--- src/rtl/nap_pkg.sv ---
package nap_pkg;
    localparam int DOM_N  = 6;
    localparam int WAKE_N = 4;

    // domain bit positions in dom_en
    localparam int D_CPU  = 0;
    localparam int D_MEM  = 1;
    localparam int D_IO   = 2;
    localparam int D_ADC  = 3;
    localparam int D_ATMR = 4;
    localparam int D_OSC  = 5;

    // wake source bit positions
    localparam int W_IRQ  = 0;
    localparam int W_ADC  = 1;
    localparam int W_ATMR = 2;
    localparam int W_EXT  = 3;

    typedef enum logic [2:0] {
        M_IDLE  = 3'd0,
        M_ADCQ  = 3'd1,
        M_DEEP  = 3'd2,
        M_DEEPT = 3'd3,
        M_RSV4  = 3'd4,
        M_RSV5  = 3'd5,
        M_STBY  = 3'd6,
        M_XSTBY = 3'd7
    } mode_e;

    typedef enum logic [1:0] {
        S_AWAKE    = 2'd0,
        S_ASLEEP   = 2'd1,
        S_OSC_WAIT = 2'd2
    } state_e;

    // reserved encodings fold onto idle
    function automatic mode_e norm_mode(input logic [2:0] m);
        if (m == 3'd4 || m == 3'd5) return M_IDLE;
        return mode_e'(m);
    endfunction
endpackage

--- src/rtl/nap_domain_map.sv ---
module nap_domain_map
    import nap_pkg::*;
#(
    parameter int N = DOM_N
) (
    input  mode_e          mode,
    output logic [N-1:0]   keep
);
    always_comb begin
        keep = '0;
        unique case (mode)
            M_IDLE, M_RSV4, M_RSV5: begin
                keep[D_IO] = 1'b1; keep[D_ADC] = 1'b1;
                keep[D_ATMR] = 1'b1; keep[D_OSC] = 1'b1;
            end
            M_ADCQ: begin
                keep[D_ADC] = 1'b1; keep[D_ATMR] = 1'b1; keep[D_OSC] = 1'b1;
            end
            M_DEEP:  keep = '0;
            M_DEEPT: keep[D_ATMR] = 1'b1;
            M_STBY:  keep[D_OSC] = 1'b1;
            M_XSTBY: begin
                keep[D_ATMR] = 1'b1; keep[D_OSC] = 1'b1;
            end
            default: keep = '0;
        endcase
    end
endmodule

--- src/rtl/nap_wake_filter.sv ---
module nap_wake_filter
    import nap_pkg::*;
#(
    parameter int N = WAKE_N
) (
    input  mode_e        mode,
    input  logic [N-1:0] src,
    output logic         hit
);
    logic [N-1:0] allow;
    logic [N-1:0] qual;

    always_comb begin
        allow = '0;
        allow[W_EXT] = 1'b1;              // external interrupt wakes every mode
        unique case (mode)
            M_IDLE, M_RSV4, M_RSV5: allow = '1;
            M_ADCQ: begin
                allow[W_ADC] = 1'b1; allow[W_ATMR] = 1'b1;
            end
            M_DEEPT, M_XSTBY: allow[W_ATMR] = 1'b1;
            M_DEEP, M_STBY: ;
            default: ;
        endcase
    end

    for (genvar gi = 0; gi < N; gi++) begin : g_qual
        assign qual[gi] = src[gi] & allow[gi];
    end

    assign hit = |qual;
endmodule

--- src/rtl/nap_osc_timer.sv ---
module nap_osc_timer #(
    parameter int CYC = 16
) (
    input  logic clk,
    input  logic rst_n,
    input  logic run,
    output logic done
);
    localparam int CW = $clog2(CYC + 1);
    logic [CW-1:0] cnt;

    always_ff @(posedge clk or negedge rst_n) begin
        if (!rst_n)   cnt <= '0;
        else if (run) cnt <= cnt + CW'(1);
        else          cnt <= '0;
    end

    assign done = run && (cnt == CW'(CYC - 1));

    // the count never passes the window length
    a_r9_count_range: assert property (@(posedge clk) disable iff (!rst_n)
        run |-> (cnt < CW'(CYC)));
endmodule

--- src/rtl/nap_ctrl.sv ---
module nap_ctrl
    import nap_pkg::*;
#(
    parameter int STARTUP_CYC = 16
) (
    input  logic                 clk,
    input  logic                 rst_n,
    input  logic                 sleep_en,
    input  logic                 sleep_req,
    input  logic [2:0]           mode_sel,
    input  logic                 irq_any,
    input  logic                 adc_done,
    input  logic                 atmr_evt,
    input  logic                 ext_irq,
    output logic [DOM_N-1:0]     dom_en,
    output logic                 sleeping,
    output logic                 osc_wait
);
    state_e            state, state_nx;
    mode_e             mode_q;
    logic [DOM_N-1:0]  keep;
    logic [WAKE_N-1:0] src;
    logic              wake_hit;
    logic              tmr_done;
    logic              enter;

    assign src   = {ext_irq, atmr_evt, adc_done, irq_any};
    assign enter = (state == S_AWAKE) && sleep_en && sleep_req;

    nap_domain_map #(.N(DOM_N)) u_map (.mode(mode_q), .keep(keep));
    nap_wake_filter #(.N(WAKE_N)) u_wake (.mode(mode_q), .src(src), .hit(wake_hit));
    nap_osc_timer #(.CYC(STARTUP_CYC)) u_tmr (
        .clk(clk), .rst_n(rst_n), .run(state == S_OSC_WAIT), .done(tmr_done));

    // state register and latched mode
    always_ff @(posedge clk or negedge rst_n) begin
        if (!rst_n) begin
            state  <= S_AWAKE;
            mode_q <= M_IDLE;
        end else begin
            state <= state_nx;
            if (enter) mode_q <= norm_mode(mode_sel);
        end
    end

    // transitions: ENTER, RESUME, RESTART, RELEASE
    always_comb begin
        state_nx = state;
        unique case (state)
            S_AWAKE:    if (enter) state_nx = S_ASLEEP;
            S_ASLEEP:   if (wake_hit) state_nx = keep[D_OSC] ? S_AWAKE : S_OSC_WAIT;
            S_OSC_WAIT: if (tmr_done) state_nx = S_AWAKE;
            default:    state_nx = S_AWAKE;
        endcase
    end

    // outputs
    always_comb begin
        dom_en   = '1;
        sleeping = 1'b0;
        osc_wait = 1'b0;
        unique case (state)
            S_AWAKE:    dom_en = '1;
            S_ASLEEP:   begin dom_en = keep; sleeping = 1'b1; end
            S_OSC_WAIT: begin dom_en = '0; osc_wait = 1'b1; end
            default:    dom_en = '1;
        endcase
    end

    // staying awake keeps every domain on
    a_r1_awake_full: assert property (@(posedge clk) disable iff (!rst_n)
        (state == S_AWAKE && !(sleep_en && sleep_req)) |=> (dom_en == '1 && !sleeping));
    // no entry without the enable bit
    a_r2_no_enable: assert property (@(posedge clk) disable iff (!rst_n)
        (state == S_AWAKE && !sleep_en) |=> (state == S_AWAKE));
    // deep mode ignores everything but the external interrupt
    a_r5_deep_ext_only: assert property (@(posedge clk) disable iff (!rst_n)
        (sleeping && mode_q == M_DEEP && !ext_irq) |=> sleeping);
    // standby resumes without a start-up window
    a_r7_standby_fast: assert property (@(posedge clk) disable iff (!rst_n)
        (sleeping && mode_q == M_STBY && ext_irq) |=> (!sleeping && !osc_wait && dom_en == '1));
    // the window holds until the timer expires
    a_r9_wait_hold: assert property (@(posedge clk) disable iff (!rst_n)
        (state == S_OSC_WAIT && !tmr_done) |=> (osc_wait && dom_en == '0));
endmodule

--- config.mk ---
export PLATFORM = sky130hd
export DESIGN_NAME = nap_ctrl
export DESIGN_NICKNAME = d
export VERILOG_FILES = /design/src/rtl/nap_pkg.sv /design/src/rtl/nap_domain_map.sv /design/src/rtl/nap_wake_filter.sv /design/src/rtl/nap_osc_timer.sv /design/src/rtl/nap_ctrl.sv
export SDC_FILE = /design/constraint.sdc
export NUM_CORES = 1
export LEC_CHECK = 0
export ABC_AREA = 1
export BUFFER_PORTS_ARGS = -buffer_cell sky130_fd_sc_hd__buf_2
export CORE_AREA = 2 2 39 41
export DETAILED_ROUTE_END_ITERATION = 7
export DIE_AREA = 0 0 41 43
export GPL_TIMING_DRIVEN = 1
export PLACE_DENSITY_LB_ADDON = 0.08
export SLEW_MARGIN = 30
export SYNTH_ARGS = -nofsm -noshare
export SYNTH_HDL_FRONTEND = slang
export SYNTH_HIERARCHICAL = 1
export SYNTH_SLANG_ARGS = --single-unit
--- constraint.sdc ---
create_clock -name clk -period 3.2 [get_ports clk]
set_clock_uncertainty 0.1 [all_clocks]
set_input_delay 0.64 -clock clk [delete_from_list [all_inputs] [get_ports clk]]
set_output_delay 0.64 -clock clk [all_outputs]
set_load 0.02 [all_outputs]
== After elaboration in Yosys (flattened, before gate mapping) ==
Index checks and enable logic that the tools add are counted.

* Register bits after elaboration: 10
* Logic and storage cells: 50

* Bitwise operators: 3
* Reduce and logical (&&, ||, !) cells: 12
* Equality and inequality tests: 14
* $add $sub $neg: 1
* Mux-type cells: 17

{| class="wikitable"
|+ Operator list
! cell !! number
|-
| equality test 3 bit (second input constant) || 6
|-
| one-hot mux 6 bit (2 select lines) || 1
|-
| OR reduction 6 bit || 2
|-
| two-way mux 1 bit || 8
|-
| two-way mux 2 bit || 4
|-
| OR reduction 4 bit || 2
|-
| two-way mux 3 bit || 2
|-
| one-hot mux 2 bit (3 select lines) || 1
|-
| adder 5 x 1 -> 5 bit (second input constant) || 1
|-
| equality test 5 x 4 -> 1 bit (second input constant) || 1
|-
| two-way mux 5 bit || 1
|-
| != test 2 bit (second input constant) || 2
|-
| AND 1 bit || 3
|-
| equality test 3 x 1 -> 1 bit (second input constant) || 1
|-
| equality test 3 x 2 -> 1 bit (second input constant) || 1
|-
| logical AND 1 bit || 3
|-
| zero test 3 bit || 1
|-
| AND reduction 3 bit || 1
|-
| OR reduction 3 bit || 1
|-
| equality test 2 x 1 -> 1 bit (second input constant) || 1
|-
| equality test 2 bit (second input constant) || 1
|-
| zero test 2 bit || 1
|-
| != test 2 x 1 -> 1 bit (second input constant) || 1
|-
| logical OR 1 bit || 1
|}

== Logic depth before layout (Yosys ltp) ==
* Word-level depth: 7
* Mapped depth: 10
* Depth with buffers taken out: 10

== Modules after synthesis ==
Netlist, hierarchy kept.

{| class="wikitable"
|+ By module, submodules not included
! module !! cells each !! times used !! area an instance (um^2)
|-
| nap_ctrl || 42 || 1 || 291.5
|-
| nap_osc_timer || 26 || 1 || 227.7
|-
| nap_wake_filter || 11 || 1 || 47.5
|-
| nap_domain_map || 8 || 1 || 41.3
|}

== Worst setup path before layout ==
OpenSTA, ideal clock, no wires.

* Path type: reg2out
* Start: register state[0]
* End: output dom_en[0]
* Path slack: 1393 ps
* Cell stages (with the launch flop): 3
* Arrival: 1067 ps
* Path through: dfrtp_1 -> nor2_2 -> nor2_1

* Cells in the longest elaborated chain, start to end: 2

{| class="wikitable"
|+ Ends and longest elaborated chain
! element !! line !! text
|-
| from (decl) || nap_ctrl.sv:19 || <nowiki>state_e state, state_nx;</nowiki>
|-
| from (signal assigned) || nap_ctrl.sv:41 || <nowiki>state <= state_nx;</nowiki>
|-
| equality test 2 bit / equality test 2 x 1 -> 1 bit (equally long branches) || nap_ctrl.sv:62 || <nowiki>unique case (state)</nowiki>
|-
| one-hot mux 6 bit (2 select lines) * || nap_ctrl.sv:62 ||
|-
| to (decl) || nap_ctrl.sv:15 || <nowiki>output logic [DOM_N-1:0] dom_en,</nowiki>
|}

Mark *: on every way between the ends. The rest lies on a longest branch, timed or not.

== Worst setup path in the final report ==
* Start: register state[1]
* End: output dom_en[2]

Same word-level chain as after synthesis.

==> impl_results.md <==
* Final Hold Viols at 0
* Filler cells at roughly 140
* Yosys warnings at 6
* Endpoint class of the critical path: output port
* Gp weighted congestion at around 0.71
* CTS sink count at 10
* P per Cell Area at about 700 mW/mm²
* Number of DRC markers in iteration 0 at 4
* Die ar. at roughly 0.0018 mm²
* Clock Power Share at a little over a fifth
* Htree depth at 1
* Worst Setup SP: state[1]$_DFFE_PN0P_
* Pre-antenna DRT Iters at 4
* Num CTS Buffers at 3
* Post-synth cell types at 18
* NetSw at about 230 µW
* Initial Util at 43.9%
* Worst-path clk slew at about 0.070 ns
* Status: finished, final reports clean
* Hold_buf cts at 0
* Clock Tree Root: clkbuf_4
* Worst r2r path cells at 10
* Fin. max-slew vios at 0
* CORE AREA at about 0.0014 mm²
* GRT Overall Usage at approximately 18%
* Share of cells above drive strength 1 at 29.6%
* Yosys top cell area share at 41.2%
* Vias in the first global route at 503
* CTS Buffer Depth at 2
* Via count of the routed design at roughly 550
* CP required at between 2 and 2.5 ns
* Largest net degree at the start of global routing at 13
* Diode count at 0
* R2r startpoint: u_tmr/cnt[0]$_DFF_PN0_
* WL final at 1170 µm
* Drc violations at 0
* Row cnt at 14
* Reg2reg setup slack at 1.66 ns
* DR vias/cell at 4.47
* Total negative setup slack at 0 ns
* Register Area at 250 µm²
* Fin nets at approximately 120
* Seq pwr share at 35.2%
* First-pass GRT wire length at about 2000 µm
* Routed length per placed instance at approximately 9.4 µm
* Area grow syn2layout at 22.2%
* Ports at 19
* Register area share after synthesis at about two fifths
* Antenna violations before repair at 0
* PortBufs at 18
* CTS tree: built
* Total global routing overflow at 0
* Synth area leader: dfrtp_1
* Die height at roughly 43 µm
* Setup bufs post-CTS at 0
* FF+latch count, synth at 10
* Worst vdd ir at 0.322 mV
* Switching share of power at a little over two fifths
* Post-DP HPWL at 935 µm
* CP Max Fanout at 12
* Gate power share at between 40% and 50%
* Clk_lat worst skew at 0.27 ns
* Syn Area/Cell at between 6 and 7 µm²
* Critical Path AT at ~1.4 ns
* RSZ-0062 raised after global routing: no
* Multi-input logic area at roughly 290 µm²
* Min Tclk post-route at around 2.1 ns
* Synth area leaders: dfrtp_1, nand2_1, nor2_1, inv_1, ha_1
* CP Launch Type: flop
* Place WS at 1.37 ns
* Final ANT Viol Nets at 0
* Tightest Hold Check Type: input port to asynchronous set/reset pin
* Final WS setup at roughly 1.1 ns
* Synthesized area at 608 µm²
* WS Path Type: flop to output port
* MaxCap Viol Count at 0
* Final setup fails at 0
* Post_cts resized at 0
* Period utilisation layout at between 60% and 70%
* Die Wd at 41 µm
* Internal Power at between 300 and 400 µW
* Syn Inst Count at 87
* Max Fclk at 473 MHz
* Lkg Pwr at ~0.42 nW
==> routing by layer <==
layer	vias up	GRT usage [%]	wire length (µm)
met5	-	0	0
met4	0	6.00	0
met3	0	9.42	53
met2	11	29.4	625
met1	244	17.4	492
li1	299	-	-
==> path summary, 6_finish.rpt <==
kind,endpoint
hold / removal,u_tmr/cnt[0]$_DFF_PN0_
min in group clk,u_tmr/cnt[0]$_DFF_PN0_
max in group asynchronous,state[0]$_DFFE_PN0P_
setup / recovery,dom_en[2]
setup reg to reg,state[1]$_DFFE_PN0P_
hold reg to reg,u_tmr/cnt[0]$_DFF_PN0_
==> cell usage after synthesis <==
cell type	number
nor2_1	19
nor2_2	3
buf_4	2
nand3_1	2
nand3_2	2
nand4_1	1
nand2_2	1
a21oi_2	1
or2_1	1
o21ai_1	3
dfrtp_1	10
nand2_1	21
a21oi_1	1
inv_2	3
inv_1	13
conb_1	1
nand3b_1	1
ha_1	2
==> logic make-up after synthesis <==
kind of cell	count (synthesis)	share of synthesized area (%)
buf+inv	18	12.3
fa+ha+maj	2	4.11
simple gates	51	37.0
compound gates	5	4.73
flops	10	41.2
other cells	1	0.617
==> registers in the layout (all words and copies together), names as in the netlist <==
name,flops
state,2
u_tmr/cnt,5
mode_q,3
==> area by class of cell <==
type	instances	share of cell area [%]
tap	16	2.69
multi-input combinational	60	38.6
timing repair buffer	18	12.1
clock buffer	4	4.88
inverter	16	8.08
sequential	10	33.7
==> worst max-delay path, stage by stage, from the launching register on <==
cell and delay [ns]:
dfrtp_1 0.41, inv_2 0.07, nor2_2 0.36, nor2_1 0.09, buf_2 0.17
==> power groups by stage <==
stage          combinational, mW  clock [mW]  sequential, mW
3_5_place_dp               0.236           0           0.192
2_1_floorplan              0.172           0           0.181
3_3_place_gp               0.232           0           0.189
5_1_grt                    0.266       0.128           0.196
4_1_cts                    0.237       0.118           0.190
6_report                   0.234       0.113           0.188
==> cell usage in the layout (no fill, tap or decap), types with 2 or more instances in the layout <==
| cell type | n |
|---|---|
| buf_2 | 18 |
| clkbuf_4 | 3 |
| conb_1 | 2 |
| dfrtp_1 | 10 |
| ha_1 | 2 |
| inv_1 | 13 |
| inv_2 | 3 |
| nand2_1 | 21 |
| nand3_1 | 2 |
| nand3_2 | 2 |
| nor2_1 | 19 |
| nor2_2 | 3 |
| o21ai_1 | 3 |
==> stage by stage <==
| step | area, µm² | power, mW | util [%] | hold WS, ns | cells |
|---|---|---|---|---|---|
| floorplan | 612 | 0.353 | - | 0.244 | 88 |
| global placement | 707 | 0.421 | 51.1 | 0.375 | 120 |
| detailed placement | 707 | 0.428 | 51.1 | 0.389 | 120 |
| CTS | 743 | 0.545 | 53.7 | 0.113 | 124 |
| global route | 743 | 0.590 | 53.7 | 0.111 | 124 |
| finish | 743 | 0.535 | 53.7 | 0.117 | 124 |
Note: power is estimated with default switching activity, not from simulation.
